**config.mk**
```make
export PLATFORM = sky130hd
export DESIGN_NAME = fp_recip_estimate
export DESIGN_NICKNAME = d
export VERILOG_FILES = /design/src/rtl/recip_pkg.sv /design/src/rtl/recip_seed.sv /design/src/rtl/recip_classify.sv /design/src/rtl/fp_recip_estimate.sv
export SDC_FILE = /design/constraint.sdc
export NUM_CORES = 1
export LEC_CHECK = 0
export ABC_AREA = 1
export BUFFER_PORTS_ARGS = -buffer_cell sky130_fd_sc_hd__buf_2
export CORE_UTILIZATION = 25
export DETAILED_ROUTE_END_ITERATION = 7
export SETUP_SLACK_MARGIN = 0.1
export SKIP_LAST_GASP = 1
export SYNTH_ARGS = -nofsm -noshare
export SYNTH_HDL_FRONTEND = slang
export SYNTH_SLANG_ARGS = --single-unit
```
**constraint.sdc**
```tcl
create_clock -name clk -period 1.6 [get_ports clk]
set_input_delay 0.16 -clock clk [delete_from_list [all_inputs] [get_ports clk]]
set_output_delay 0.16 -clock clk [all_outputs]
set_load 0.005 [all_outputs]
```
**src/rtl/recip_pkg.sv**
```systemverilog
package recip_pkg;

  typedef enum logic [2:0] {
    CL_NORM  = 3'd0,
    CL_NAN   = 3'd1,
    CL_INF   = 3'd2,
    CL_ZERO  = 3'd3,
    CL_TINY  = 3'd4,
    CL_UFLOW = 3'd5
  } opclass_t;

  typedef enum logic [1:0] {
    RM_NEAREST = 2'd0,
    RM_UP      = 2'd1,
    RM_DOWN    = 2'd2,
    RM_ZERO    = 2'd3
  } rmode_t;

  localparam int FLAG_W = 6;
  localparam int FL_INV = 0;
  localparam int FL_DZ  = 1;
  localparam int FL_OVF = 2;
  localparam int FL_UNF = 3;
  localparam int FL_INX = 4;
  localparam int FL_IDN = 5;

endpackage

```
**src/rtl/recip_seed.sv**
```systemverilog
// Shift-subtract evaluation of round(2^(2*SEED_W+1) / (2*idx+1)) / 2.
module recip_seed #(
  parameter int SEED_W = 9
) (
  input  logic [SEED_W-1:0] idx,
  output logic [SEED_W-1:0] est
);

  localparam int QW = SEED_W + 1;  // quotient bits
  localparam int RW = SEED_W + 2;  // partial remainder bits

  logic [QW-1:0] dvs;
  logic [RW-1:0] part [0:QW-1];
  logic [QW-1:0] quo;
  logic [QW-1:0] rnd;

  assign dvs     = {idx, 1'b1};
  assign part[0] = RW'(1) << SEED_W;

  generate
    for (genvar g = 0; g < QW; g++) begin : g_step
      logic [RW-1:0] sh;
      logic          fit;
      assign sh  = part[g] << 1;
      assign fit = (sh >= {1'b0, dvs});
      assign quo[QW-1-g] = fit;
      if (g < QW - 1) begin : g_next
        assign part[g+1] = fit ? (sh - {1'b0, dvs}) : sh;
      end
    end
  endgenerate

  assign rnd = quo + 1'b1;
  assign est = rnd[QW-1:1];

endmodule

```
**src/rtl/recip_classify.sv**
```systemverilog
// Input squash and operand classification, in priority order.
module recip_classify
  import recip_pkg::*;
#(
  parameter int EXP_W  = 8,
  parameter int FRAC_W = 23
) (
  input  logic [EXP_W+FRAC_W:0] opnd,
  input  logic                  ftz,
  output logic [EXP_W+FRAC_W:0] eff,
  output opclass_t              cls,
  output logic                  snan,
  output logic                  squashed
);

  localparam int MW   = EXP_W + FRAC_W;
  localparam int BIAS = (1 << (EXP_W - 1)) - 1;
  localparam int EOFF = 2 * BIAS - 1;

  logic [EXP_W-1:0]  raw_ex;
  logic [FRAC_W-1:0] raw_fr;
  logic [EXP_W-1:0]  ex;
  logic [FRAC_W-1:0] fr;
  logic [MW-1:0]     mag;

  assign raw_ex   = opnd[FRAC_W +: EXP_W];
  assign raw_fr   = opnd[FRAC_W-1:0];
  assign squashed = ftz && (raw_ex == '0) && (raw_fr != '0);
  assign eff      = squashed ? {opnd[MW], {MW{1'b0}}} : opnd;

  assign ex  = eff[FRAC_W +: EXP_W];
  assign fr  = eff[FRAC_W-1:0];
  assign mag = eff[MW-1:0];

  always_comb begin
    snan = 1'b0;
    if (ex == '1 && fr != '0) begin
      cls  = CL_NAN;
      snan = !fr[FRAC_W-1];
    end else if (ex == '1) begin
      cls = CL_INF;
    end else if (mag == '0) begin
      cls = CL_ZERO;
    end else if (mag < (MW'(1) << (FRAC_W - 2))) begin
      cls = CL_TINY;
    end else if (ftz && ex >= EXP_W'(EOFF)) begin
      cls = CL_UFLOW;
    end else begin
      cls = CL_NORM;
    end
  end

endmodule

```
**src/rtl/fp_recip_estimate.sv**
```systemverilog
module fp_recip_estimate
  import recip_pkg::*;
#(
  parameter int EXP_W  = 8,
  parameter int FRAC_W = 23,
  parameter int SEED_W = 9
) (
  input  logic                  clk,
  input  logic                  rst_n,
  input  logic                  in_valid,
  input  logic [EXP_W+FRAC_W:0] operand,
  input  logic [1:0]            rmode,
  input  logic                  ftz,
  input  logic                  dnan,
  output logic                  out_valid,
  output logic [EXP_W+FRAC_W:0] result,
  output logic [FLAG_W-1:0]     flags
);

  localparam int W    = 1 + EXP_W + FRAC_W;
  localparam int BIAS = (1 << (EXP_W - 1)) - 1;
  localparam int EOFF = 2 * BIAS - 1;
  localparam int EXW  = EXP_W + 2;
  localparam int FB   = SEED_W - 1;

  logic [W-1:0] eff;
  opclass_t     cls;
  logic         snan;
  logic         squashed;

  recip_classify #(.EXP_W(EXP_W), .FRAC_W(FRAC_W)) u_cls (
    .opnd     (operand),
    .ftz      (ftz),
    .eff      (eff),
    .cls      (cls),
    .snan     (snan),
    .squashed (squashed)
  );

  logic                  sgn;
  logic [EXP_W-1:0]      ex;
  logic signed [EXW-1:0] e_n;
  logic [FB-1:0]         idx_frac;
  logic [SEED_W-1:0]     est;
  logic signed [EXW-1:0] rexp;
  logic [FRAC_W-1:0]     base;
  logic [W-1:0]          norm_res;

  assign sgn = eff[W-1];
  assign ex  = eff[FRAC_W +: EXP_W];

  // subnormal normalisation before indexing
  always_comb begin
    if (ex == '0) begin
      if (!eff[FRAC_W-1]) begin
        idx_frac = eff[FRAC_W-3 -: FB];
        e_n      = '1;
      end else begin
        idx_frac = eff[FRAC_W-2 -: FB];
        e_n      = '0;
      end
    end else begin
      idx_frac = eff[FRAC_W-1 -: FB];
      e_n      = signed'({2'b00, ex});
    end
  end

  recip_seed #(.SEED_W(SEED_W)) u_seed (
    .idx (({1'b1, idx_frac})),
    .est (est)
  );

  assign rexp = signed'(EXW'(EOFF)) - e_n;
  assign base = {est[FB-1:0], {(FRAC_W-FB){1'b0}}};

  always_comb begin
    if (rexp == '0) begin
      norm_res = {sgn, {EXP_W{1'b0}}, 1'b1, base[FRAC_W-1:1]};
    end else if (rexp == '1) begin
      norm_res = {sgn, {EXP_W{1'b0}}, 2'b01, base[FRAC_W-1:2]};
    end else begin
      norm_res = {sgn, rexp[EXP_W-1:0], base};
    end
  end

  logic         to_inf;
  logic [W-1:0] res_d;
  logic [FLAG_W-1:0] flg_d;

  always_comb begin
    case (rmode_t'(rmode))
      RM_NEAREST: to_inf = 1'b1;
      RM_UP:      to_inf = !sgn;
      RM_DOWN:    to_inf = sgn;
      default:    to_inf = 1'b0;
    endcase
  end

  always_comb begin
    flg_d         = '0;
    flg_d[FL_IDN] = squashed;
    case (cls)
      CL_NAN: begin
        flg_d[FL_INV] = snan;
        res_d = dnan ? {1'b0, {EXP_W{1'b1}}, 1'b1, {(FRAC_W-1){1'b0}}}
                     : (eff | (W'(1) << (FRAC_W - 1)));
      end
      CL_INF:  res_d = {sgn, {(W-1){1'b0}}};
      CL_ZERO: begin
        flg_d[FL_DZ] = 1'b1;
        res_d = {sgn, {EXP_W{1'b1}}, {FRAC_W{1'b0}}};
      end
      CL_TINY: begin
        flg_d[FL_OVF] = 1'b1;
        flg_d[FL_INX] = 1'b1;
        res_d = to_inf ? {sgn, {EXP_W{1'b1}}, {FRAC_W{1'b0}}}
                       : {sgn, {(EXP_W-1){1'b1}}, 1'b0, {FRAC_W{1'b1}}};
      end
      CL_UFLOW: begin
        flg_d[FL_UNF] = 1'b1;
        res_d = {sgn, {(W-1){1'b0}}};
      end
      default: res_d = norm_res;
    endcase
  end

  logic              vld_q;
  logic [W-1:0]      res_q;
  logic [FLAG_W-1:0] flg_q;

  always_ff @(posedge clk or negedge rst_n) begin
    if (!rst_n) begin
      vld_q <= 1'b0;
      res_q <= '0;
      flg_q <= '0;
    end else begin
      vld_q <= in_valid;
      if (in_valid) begin
        res_q <= res_d;
        flg_q <= flg_d;
      end
    end
  end

  assign out_valid = vld_q;
  assign result    = res_q;
  assign flags     = flg_q;

  // one-cycle valid pipeline and hold
  a_r1_valid_follows: assert property (@(posedge clk) disable iff (!rst_n)
    in_valid |=> out_valid);
  a_r1_idle_low: assert property (@(posedge clk) disable iff (!rst_n)
    !in_valid |=> !out_valid);
  a_r1_hold: assert property (@(posedge clk) disable iff (!rst_n)
    !in_valid |=> ($stable(result) && $stable(flags)));
  // seed index always yields an estimate in the upper half of its range
  a_r8_seed_range: assert property (@(posedge clk) disable iff (!rst_n)
    (in_valid && cls == CL_NORM) |-> est[SEED_W-1]);
  // any NaN leaving the unit is quiet
  a_r2_nan_quiet: assert property (@(posedge clk) disable iff (!rst_n)
    (out_valid && result[W-2 -: EXP_W] == '1 && result[FRAC_W-1:0] != '0)
      |-> result[FRAC_W-1]);
  // overflow and inexact always come together
  a_r5_ovf_inx: assert property (@(posedge clk) disable iff (!rst_n)
    out_valid |-> (flags[FL_OVF] == flags[FL_INX]));
  // divide-by-zero only with an infinite result
  a_r4_dz_inf: assert property (@(posedge clk) disable iff (!rst_n)
    (out_valid && flags[FL_DZ]) |-> (result[W-2:0] == {{EXP_W{1'b1}}, {FRAC_W{1'b0}}}));
  // underflow only with a zero result
  a_r6_unf_zero: assert property (@(posedge clk) disable iff (!rst_n)
    (out_valid && flags[FL_UNF]) |-> (result[W-2:0] == '0));

endmodule

```
After elaboration in Yosys (flattened, before gate mapping)
Cells that the tools add are included.
- register bits: 39
- input bits: 39
- output and inout bits: 39
- logic and storage cells: 79
- add/sub/neg operators: 11
- $lt $le $gt $ge: 12
- equality and inequality tests: 9
- multiplexer cells: 30
- reduce and logical (&&, ||, !) cells: 14
- operator list (cell ; count):
    $pmux 32 s4 ; 1
    $mux 10 ; 11
    $ge 11x10->1 ; 9
    $mux 31 ; 3
    $sub 10x10->10 ; 8
    $reduce_bool 23->1 ; 2
    $mux 32 ; 1
    $logic_not 31->1 ; 1
    $lt 31x22->1 const B ; 1
    $mux 24 ; 1
    $logic_not 8->1 ; 2
    $mux 8 ; 2
    $mux 3 ; 5
    $ge 11x10->1 const A ; 1
    $eq 10x10->1 const B ; 1
    $logic_not 10->1 ; 1
    $sub 1x10->10 const A ; 1
    $sub 9x10->10 const A ; 1
    $add 9x1->9 const B ; 1
    $eq 8x8->1 const B ; 1
    $ge 8x8->1 const B ; 1
    $eq 3x2->1 const B ; 2
    $eq 3x3->1 const B ; 2
    $mux 1 ; 5
    8 further kinds ; 12

Depth between registers and ports, before layout
Gate-level depths: netlist of the first run.
- word-level depth: 29
- depth in mapped cells: 139
- mapped depth without buffers: 135

By module
Synthesis of the first run repeated with hierarchy kept, for this count alone.
- cell total of the unflattened synthesis: 1141
- area, all modules: 7235.7 um2
- modules (own cells, without submodules) (module ; times used ; cells each ; area an instance (um2) ; seq. area each (um2)):
    recip_seed ; 1 ; 680 ; 4246.6 ; 0.0
    fp_recip_estimate ; 1 ; 347 ; 2504.9 ; 950.9
    recip_classify ; 1 ; 114 ; 484.2 ; 0.0

Worst setup path after synthesis of the first run
Ideal clock, no wire load.
- path type: in2reg
- from: input port operand[28]
- to: register res_q[20], in the netlist result[20]
- setup time: 0.117 ns
- data arrival time: 17.461 ns
- data required time: 1.483 ns
- path slack: -15.978 ns
- cell stages on the path: 130
- path buffers: 7
- cell sequence: nor2_2 -> nand2_2 -> nor2_8 -> nand2_4 -> inv_2 -> nand2_2 -> buf_6 -> nand2_1 -> o22ai_1 -> a21oi_1 -> ha_1 -> a21oi_1 -> o21ai_1 -> nand4_1 -> o211ai_2 -> nand2_4 -> buf_6 -> nand2_1 -> [... 94 more ...] -> o21ai_1 -> ha_1 -> a21oi_1 -> nor2_1 -> a211oi_1 -> nand2_2 -> nand2_4 -> nand2_8 -> ha_1 -> nand2_1 -> inv_2 -> nand3_1 -> xor2_1 -> inv_1 -> a221oi_1 -> nand2_1 -> nand3_1 -> nand2_1
- cells in the longest elaborated chain, start to end: 29
- elaborated cells on any way between the ends: 63
- classes of those cells: add/sub (11); order compare (12); eq/ne (7); mux (23); reduce/logical (10)
- RTL lines (what ; RTL line ; source):
    start, declared ; fp_recip_estimate.sv:11 ; input logic [EXP_W+FRAC_W:0] operand,
    $logic_not 8->1 ; recip_classify.sv:28 ; assign squashed = ftz && (raw_ex == '0) && (raw_fr != '0);
    $logic_and 1x1->1 (2 in series) ; recip_classify.sv:28 ;
    $mux 31 (*) ; recip_classify.sv:29 ; assign eff = squashed ? {opnd[MW], {MW{1'b0}}} : opnd;
    $logic_not 8->1 / $mux 8 (equally long branches) ; fp_recip_estimate.sv:54, fp_recip_estimate.sv:55 ;
    $mux 8 ; fp_recip_estimate.sv:54 ; if (ex == '0) begin
    $sub 1x10->10 / $ge 11x10->1 (equally long branches) ; recip_seed.sv:28, recip_seed.sv:25 ;
    $mux 10 ; recip_seed.sv:28 ; assign part[g+1] = fit ? (sh - {1'b0, dvs}) : sh;
    $sub 10x10->10 / $ge 11x10->1 (equally long branches) ; recip_seed.sv:28, recip_seed.sv:25 ;
    [... 12 more ...] ; -- ;
    $mux 10 ; recip_seed.sv:28 ;
    $sub 10x10->10 / $ge 11x10->1 (equally long branches) ; recip_seed.sv:28, recip_seed.sv:25 ;
    $mux 10 ; recip_seed.sv:28 ;
    $ge 11x10->1 ; recip_seed.sv:25 ; assign fit = (sh >= {1'b0, dvs});
    $add 9x1->9 ; recip_seed.sv:33 ; assign rnd = quo + 1'b1;
    $mux 31 ; fp_recip_estimate.sv:79 ; end else if (rexp == '1) begin
    $mux 31 ; fp_recip_estimate.sv:77 ; if (rexp == '0) begin
    $pmux 32 s4 (*) ; fp_recip_estimate.sv:102 ; case (cls)
    end signal, assigned ; fp_recip_estimate.sv:139 ; res_q <= res_d;
    end, declared ; fp_recip_estimate.sv:128 ; logic [W-1:0] res_q;
Every way passes the cells marked *; elsewhere a longest branch is shown, timed or not.
A chain may end at the register's enable or synchronous reset.

Worst setup path after layout of the first run
- from: input port operand[27]
- to: register res_q[20], in the netlist result[20]
The elaborated chain is that of the path after synthesis.

==> results of run 1 <==
what timing repair did:
| item | in CTS | in global routing |
|---|---|---|
| endpoints found under the hold margin | 16 | 0 |
| buffers inserted | 100 | 37 |
| setup endpoints to repair | 36 | 36 |
| hold buffers | 1 | 0 |
| gates cloned | 3 | 2 |
| pin swaps | 98 | 104 |
| gates resized for setup | 172 | 170 |
metrics by stage:
| step | cells | worst slack, ns | setup TNS (ns) | area, um^2 | utilization [%] |
|---|---|---|---|---|---|
| finish | 1783 | -13.27 | -151.61 | 12370 | 49.26 |
| global route | 1783 | -14.31 | -164.88 | 12370 | 49.26 |
| CTS | 1753 | -13.09 | -150.17 | 11460 | 45.65 |
| detailed placement | 1644 | -14.32 | -170.32 | 9793 | 39.00 |
| global placement | 1644 | -13.89 | -165.18 | 9793 | 39.00 |
| floorplan | 949 | -13.93 | -152.68 | 6824 | - |
cell families (layout without fill, tap and decap cells):
| kind of cell | after synthesis | in the layout |
|---|---|---|
| simple gates | 437 | 439 |
| compound gates | 200 | 200 |
| buf+inv | 140 | 642 |
| fa+ha+maj | 80 | 80 |
| xor+xnor | 53 | 53 |
| flops | 38 | 38 |
| mux | 1 | 1 |
flip-flops by register name (all words and copies together), names as in the netlist:
signal / flops
result: 32
flags: 5
out_valid: 1
critical path: cells and delay by family:
family | cells | cell delay, ns
AO/OA/AOI/OAI | 35 | 4.80
AND/OR/NAND/NOR | 49 | 4.17
adder cells (fa/ha/maj) | 11 | 3.19
buffers and inverters | 25 | 2.18
XOR/XNOR | 3 | 0.51
worst max-delay path by stage:
stage	from	to	slack (ns)	cells after the start
floorplan	operand[23]	result[20]	-13.93	135
global placement	operand[11]	result[20]	-13.89	127
detailed placement	operand[11]	result[20]	-14.32	127
CTS	operand[10]	result[20]	-13.09	127
global route	operand[19]	result[20]	-14.31	126
finish	operand[27]	result[20]	-13.27	123
cells in the final DEF, fill, tap and decap left out, types with 36 or more instances in the layout:
cell type / instances
nor2_1: 55
nand2_2: 39
dfrtp_1: 38
ha_1: 45
buf_2: 65
inv_1: 80
a21oi_1: 48
buf_6: 36
o21ai_1: 36
nand2_1: 170
buf_4: 395
final cells by class:
| class | instances | area [um^2] | area share [%] |
|---|---|---|---|
| repair buffers | 510 | 3926 | 31.75 |
| clock inverters | 3 | 68.82 | 0.5564 |
| repair inverters | 2 | 17.52 | 0.1416 |
| clock buffers | 5 | 125.1 | 1.012 |
| inverters | 122 | 548.0 | 4.431 |
| well taps | 330 | 412.9 | 3.338 |
| flip-flops and latches | 38 | 950.9 | 7.688 |
| multi-input cells | 773 | 6319 | 51.09 |
metal layers:
metal	part of all wire, %	up-vias	track usage, %
met4	2.2	0	3.388
li1	-	4164	-
met2	53	158	31.88
met3	2.6	46	1.124
met5	0	-	0
met1	42	3935	21.75
==> flow_metrics.env, run 1 <==
export IMPL_hold_path_depth=3
export IMPL_portBuffers=77
export IMPL_avgRoutedWirePerCell_um=13.68
export IMPL_synth_fp_nets=1068
export IMPL_grt_overflow=0
export IMPL_clockBufferDepth=2
export IMPL_netlist_top_cells_area="dfrtp_1 15%, ha_1 14%, nand2_1 12%, inv_1 6.2%, a21oi_1 6.0%"
export IMPL_globalplace_congestion=0.8960
export IMPL_cp_max_fo=7
export IMPL_synth_area_um2=6375
export IMPL_reg2reg_depth=2
export IMPL_synthAdderAreaFrac_pct=16.53
export IMPL_die_h_um=161.7
export IMPL_via_count=8303
export IMPL_yosys_area_share_xor_xnor_pct=7.282
export IMPL_core_area_um2=25110
export IMPL_post_route_period_util_pct=929.5
export IMPL_vias_per_cell=4.657
export IMPL_grt_max_degree=32
export IMPL_clock_sinks=38
export IMPL_crit_type="input port to flop"
export IMPL_cp_arrival_ns=15.04
export IMPL_route_detailed_drc=0
export IMPL_synth_top_area_cell="dfrtp_1"
export IMPL_cp_end_kind="flop"
export IMPL_hold_end="result[31]"
export IMPL_finalHoldWorstSlack_ns=0.1310
export IMPL_synth_common_cells="206 x nand2_1, 105 x inv_1, 93 x nor2_1"
export IMPL_nFillCells=2246
export IMPL_synthMuxAreaShare_pct=0.1766
export IMPL_synth_cell_types=54
export IMPL_grt_pass1_wl_mm=37.41
export IMPL_ys_seq_area_share_pct=14.92
export IMPL_rows=58
export IMPL_outcome="finished with violations"
export IMPL_wirelength_mm=24.40
export IMPL_setup_viol=36
export IMPL_reg2reg_from="result[21]"
export IMPL_final_setup_worst_slack_ns=-13.27
export IMPL_synth_top_flop_cell="dfrtp_1"
export IMPL_diodes=0
export IMPL_die_w_um=161.7
export IMPL_worst_hold_path_type="input port to flop"
export IMPL_clkTransAtPathRegs_ns=0.06
export IMPL_drtIter0Drc=409
export IMPL_crit_required_ns=1.77
export IMPL_cts_htree_levels=2
export IMPL_synth_top_family_by_area="simple AND/OR/NAND/NOR gates"
export IMPL_worstSetupStartpointType="input port"
export IMPL_hpwl_mm=17.22
export IMPL_yosys_area_share_simple_pct=34.92
export IMPL_area_delta_synth_final_pct=94.01
export IMPL_violations="negative setup slack"
export IMPL_tightest_slew_ns=0.4629
export IMPL_fmax_mhz=67.24
export IMPL_cts_buffers=5
export IMPL_grt_use_total_pct=17.18
export IMPL_grt_antenna_before_repair=0
export IMPL_ys_warn_count=0
export IMPL_synthArstFlopShare_pct=100.0
export IMPL_grt_setup_unrepaired="true"
export IMPL_synth_top_cell_area_share_pct=14.92
export IMPL_reg2reg_to="result[21]"
export IMPL_synth_avg_cell_area_um2=6.717
export IMPL_slew_headroom_pct=69.14
export IMPL_dieArea_um2=26140
export IMPL_final_net_count=1571
export IMPL_grt_pass1_vias=8042
export IMPL_ant_nets=0
export IMPL_io_pins=78
export IMPL_maxCapViolations=0
export IMPL_reg2reg_slack_ns=0.87
export IMPL_cts_root_buf="clkbuf_16"
export IMPL_insertion_delay_ns=0.28
export IMPL_slew_viol_final=0
export IMPL_start_util_pct=25.39
export IMPL_final_layout_size_suffix_gt1_share_pct=57.81
export IMPL_ys_ff_latch=38
export IMPL_fin_crit_ns=14.87
export IMPL_cpPeakStageDelay_ns=0.39
export IMPL_synth_most_common_cell="nand2_1"
export IMPL_hold_violations=0
export IMPL_crit_slowest_cell="fa_2"
export IMPL_synth_compound_area_share_pct=17.06
export IMPL_synth_edf_count=0
export IMPL_cts_tree="yes"
export IMPL_synthCells=949
export IMPL_fin_worst_skew_ns=0
export IMPL_drt_pass1_iterations=5
export IMPL_holdCritStartpoint="operand[31]"
Power of run 1 is left out: the tool's default activity adds up to more than one toggle a clock period on the data nets, which glitch-free logic cannot reach.
==> inputs of run 2 (changes only) <==
Settings changed: CORE_UTILIZATION 25 to 45.
==> run 2 against run 1 <==
Net effect: the run still ends with negative setup slack left; global-route usage up 15 points; flip-flop and latch count unchanged; critical path type unchanged; design area down 2.2%; setup slack worse by 1.1 ns.
==> flow_metrics.env, run 2 (synthesis results as in run 1) <==
export IMPL_grt_use_total_pct=31.90
export IMPL_fin_crit_ns=15.95
export IMPL_crit_slowest_cell="fa_2"
export IMPL_ant_nets=0
export IMPL_clkTransAtPathRegs_ns=0.06
export IMPL_grt_setup_unrepaired="true"
export IMPL_clockBufferDepth=2
export IMPL_reg2reg_from="flags[4]"
export IMPL_cp_end_kind="flop"
export IMPL_final_cell_mix="379 x buf_4, 163 x nand2_1, 73 x inv_1, 65 x buf_2, 52 x nor2_1"
export IMPL_clock_sinks=38
export IMPL_cp_max_fo=6
export IMPL_largest_reg_flops=32
export IMPL_violations="negative setup slack"
export IMPL_grt_pass1_vias=8074
export IMPL_rows=43
export IMPL_hold_violations=0
export IMPL_final_net_count=1552
export IMPL_outcome="finished with violations"
export IMPL_slew_headroom_pct=64.47
export IMPL_worstSetupStartpointType="input port"
export IMPL_reg2reg_depth=2
export IMPL_setup_viol=36
export IMPL_tns_ns=-167.05
export IMPL_post_route_period_util_pct=996.8
export IMPL_die_w_um=121.0
export IMPL_cts_buffers=5
export IMPL_dieArea_um2=14650
export IMPL_start_util_pct=46.10
export IMPL_fin_worst_skew_ns=0
export IMPL_hold_end="result[31]"
export IMPL_layout_commonest_cell="buf_4"
export IMPL_worst_hold_path_type="input port to flop"
export IMPL_holdCritStartpoint="operand[31]"
export IMPL_final_layout_size_suffix_gt1_share_pct=59.55
export IMPL_avgRoutedWirePerCell_um=19.23
export IMPL_drtIter0Drc=795
export IMPL_nFillCells=672
export IMPL_reg2reg_slack_ns=0.79
export IMPL_slew_viol_final=0
export IMPL_maxCapViolations=0
export IMPL_die_h_um=121.0
export IMPL_core_area_um2=13830
export IMPL_wirelength_mm=31.04
export IMPL_fmax_mhz=62.70
export IMPL_final_setup_worst_slack_ns=-14.35
export IMPL_portBuffers=77
export IMPL_area_delta_synth_final_pct=89.75
export IMPL_hpwl_mm=16.58
export IMPL_crit_required_ns=1.77
export IMPL_drt_pass1_iterations=5
export IMPL_reg2reg_to="flags[4]"
export IMPL_tightest_slew_ns=0.5310
export IMPL_hold_path_depth=3
export IMPL_cpPeakStageDelay_ns=0.40
export IMPL_insertion_delay_ns=0.28
export IMPL_via_count=9304
export IMPL_crit_type="input port to flop"
export IMPL_cts_root_buf="clkbuf_16"
export IMPL_route_detailed_drc=0
export IMPL_postLayoutCoreUtil_pct=87.49
export IMPL_grt_pass1_wl_mm=37.56
export IMPL_grt_antenna_before_repair=0
export IMPL_globalplace_congestion=0.8760
export IMPL_io_pins=78
export IMPL_cts_tree="yes"
export IMPL_cp_arrival_ns=16.12
export IMPL_diodes=0
export IMPL_grt_overflow=0
export IMPL_grt_max_degree=32
export IMPL_vias_per_cell=5.765
export IMPL_cts_htree_levels=2
run 2: cell types whose count changed in the layout (fill, tap and decap cells not counted), sizes merged:
cell,previous run,this run
buf,509,489
bufinv,3,1
clkbuf,5,6
clkinvlp,1,2
nand2,253,254
run 2: worst max path at each step:
stage,start,end,slack [ns],cells after the start
after floorplan,operand[23],result[20],-13.93,135
after global placement,operand[8],result[20],-13.91,122
after detailed placement,operand[8],result[20],-14.39,119
after CTS,operand[10],result[20],-12.84,125
after global routing,operand[15],result[20],-15.18,131
final,operand[14],result[20],-14.35,127
run 2: stage by stage:
| step | std cells | hold slack (ns) | instance area (um^2) | setup WS [ns] |
|---|---|---|---|---|
| 3_3_place_gp | 1482 | 0.1263 | 9540 | -13.91 |
| 5_1_grt | 1614 | 0.1496 | 12100 | -15.18 |
| 3_5_place_dp | 1482 | 0.1251 | 9540 | -14.39 |
| 6_report | 1614 | 0.1347 | 12100 | -14.35 |
| 4_1_cts | 1585 | 0.1218 | 11200 | -12.84 |
| 2_1_floorplan | 949 | -0.1356 | 6824 | -13.93 |
run 2: critical path: cells and delay by family:
family / cells / cell delay, ns
AO/OA/AOI/OAI: 34 / 5.04
buffers and inverters: 25 / 2.25
AND/OR/NAND/NOR: 56 / 5.34
XOR/XNOR: 2 / 0.38
adder cells (fa/ha/maj): 10 / 2.89
run 2: area by class of cell:
| cell class | count | area [um^2] | share of cell area, % |
|---|---|---|---|
| multi-input combinational | 774 | 6467 | 53.47 |
| sequential | 38 | 950.9 | 7.861 |
| clock inverter | 2 | 12.51 | 0.1034 |
| clock buffer | 6 | 138.9 | 1.148 |
| tap | 180 | 225.2 | 1.862 |
| inverter | 122 | 548.0 | 4.530 |
| timing repair buffer | 490 | 3744 | 30.95 |
| timing repair inverter | 2 | 10.01 | 0.08275 |
run 2: per-layer routing:
metal / track usage, % / share of wire, % / vias up
met5: 0 / 0 / -
met3: 3.618 / 8.0 / 226
met2: 56.43 / 49 / 564
met4: 7.948 / 6.4 / 0
li1: - / - / 4118
met1: 40.99 / 37 / 4396
run 2: what timing repair did:
| item | CTS | global route |
|---|---|---|
| cloned | 5 | 1 |
| buffers inserted | 89 | 34 |
| hold buffers | 1 | 0 |
| endpoints found under the setup margin | 36 | 36 |
| resized for setup | 194 | 165 |
| endpoints found under the hold margin | 17 | 0 |
| pin swaps | 118 | 131 |
Power of run 2 is left out for the same reason.
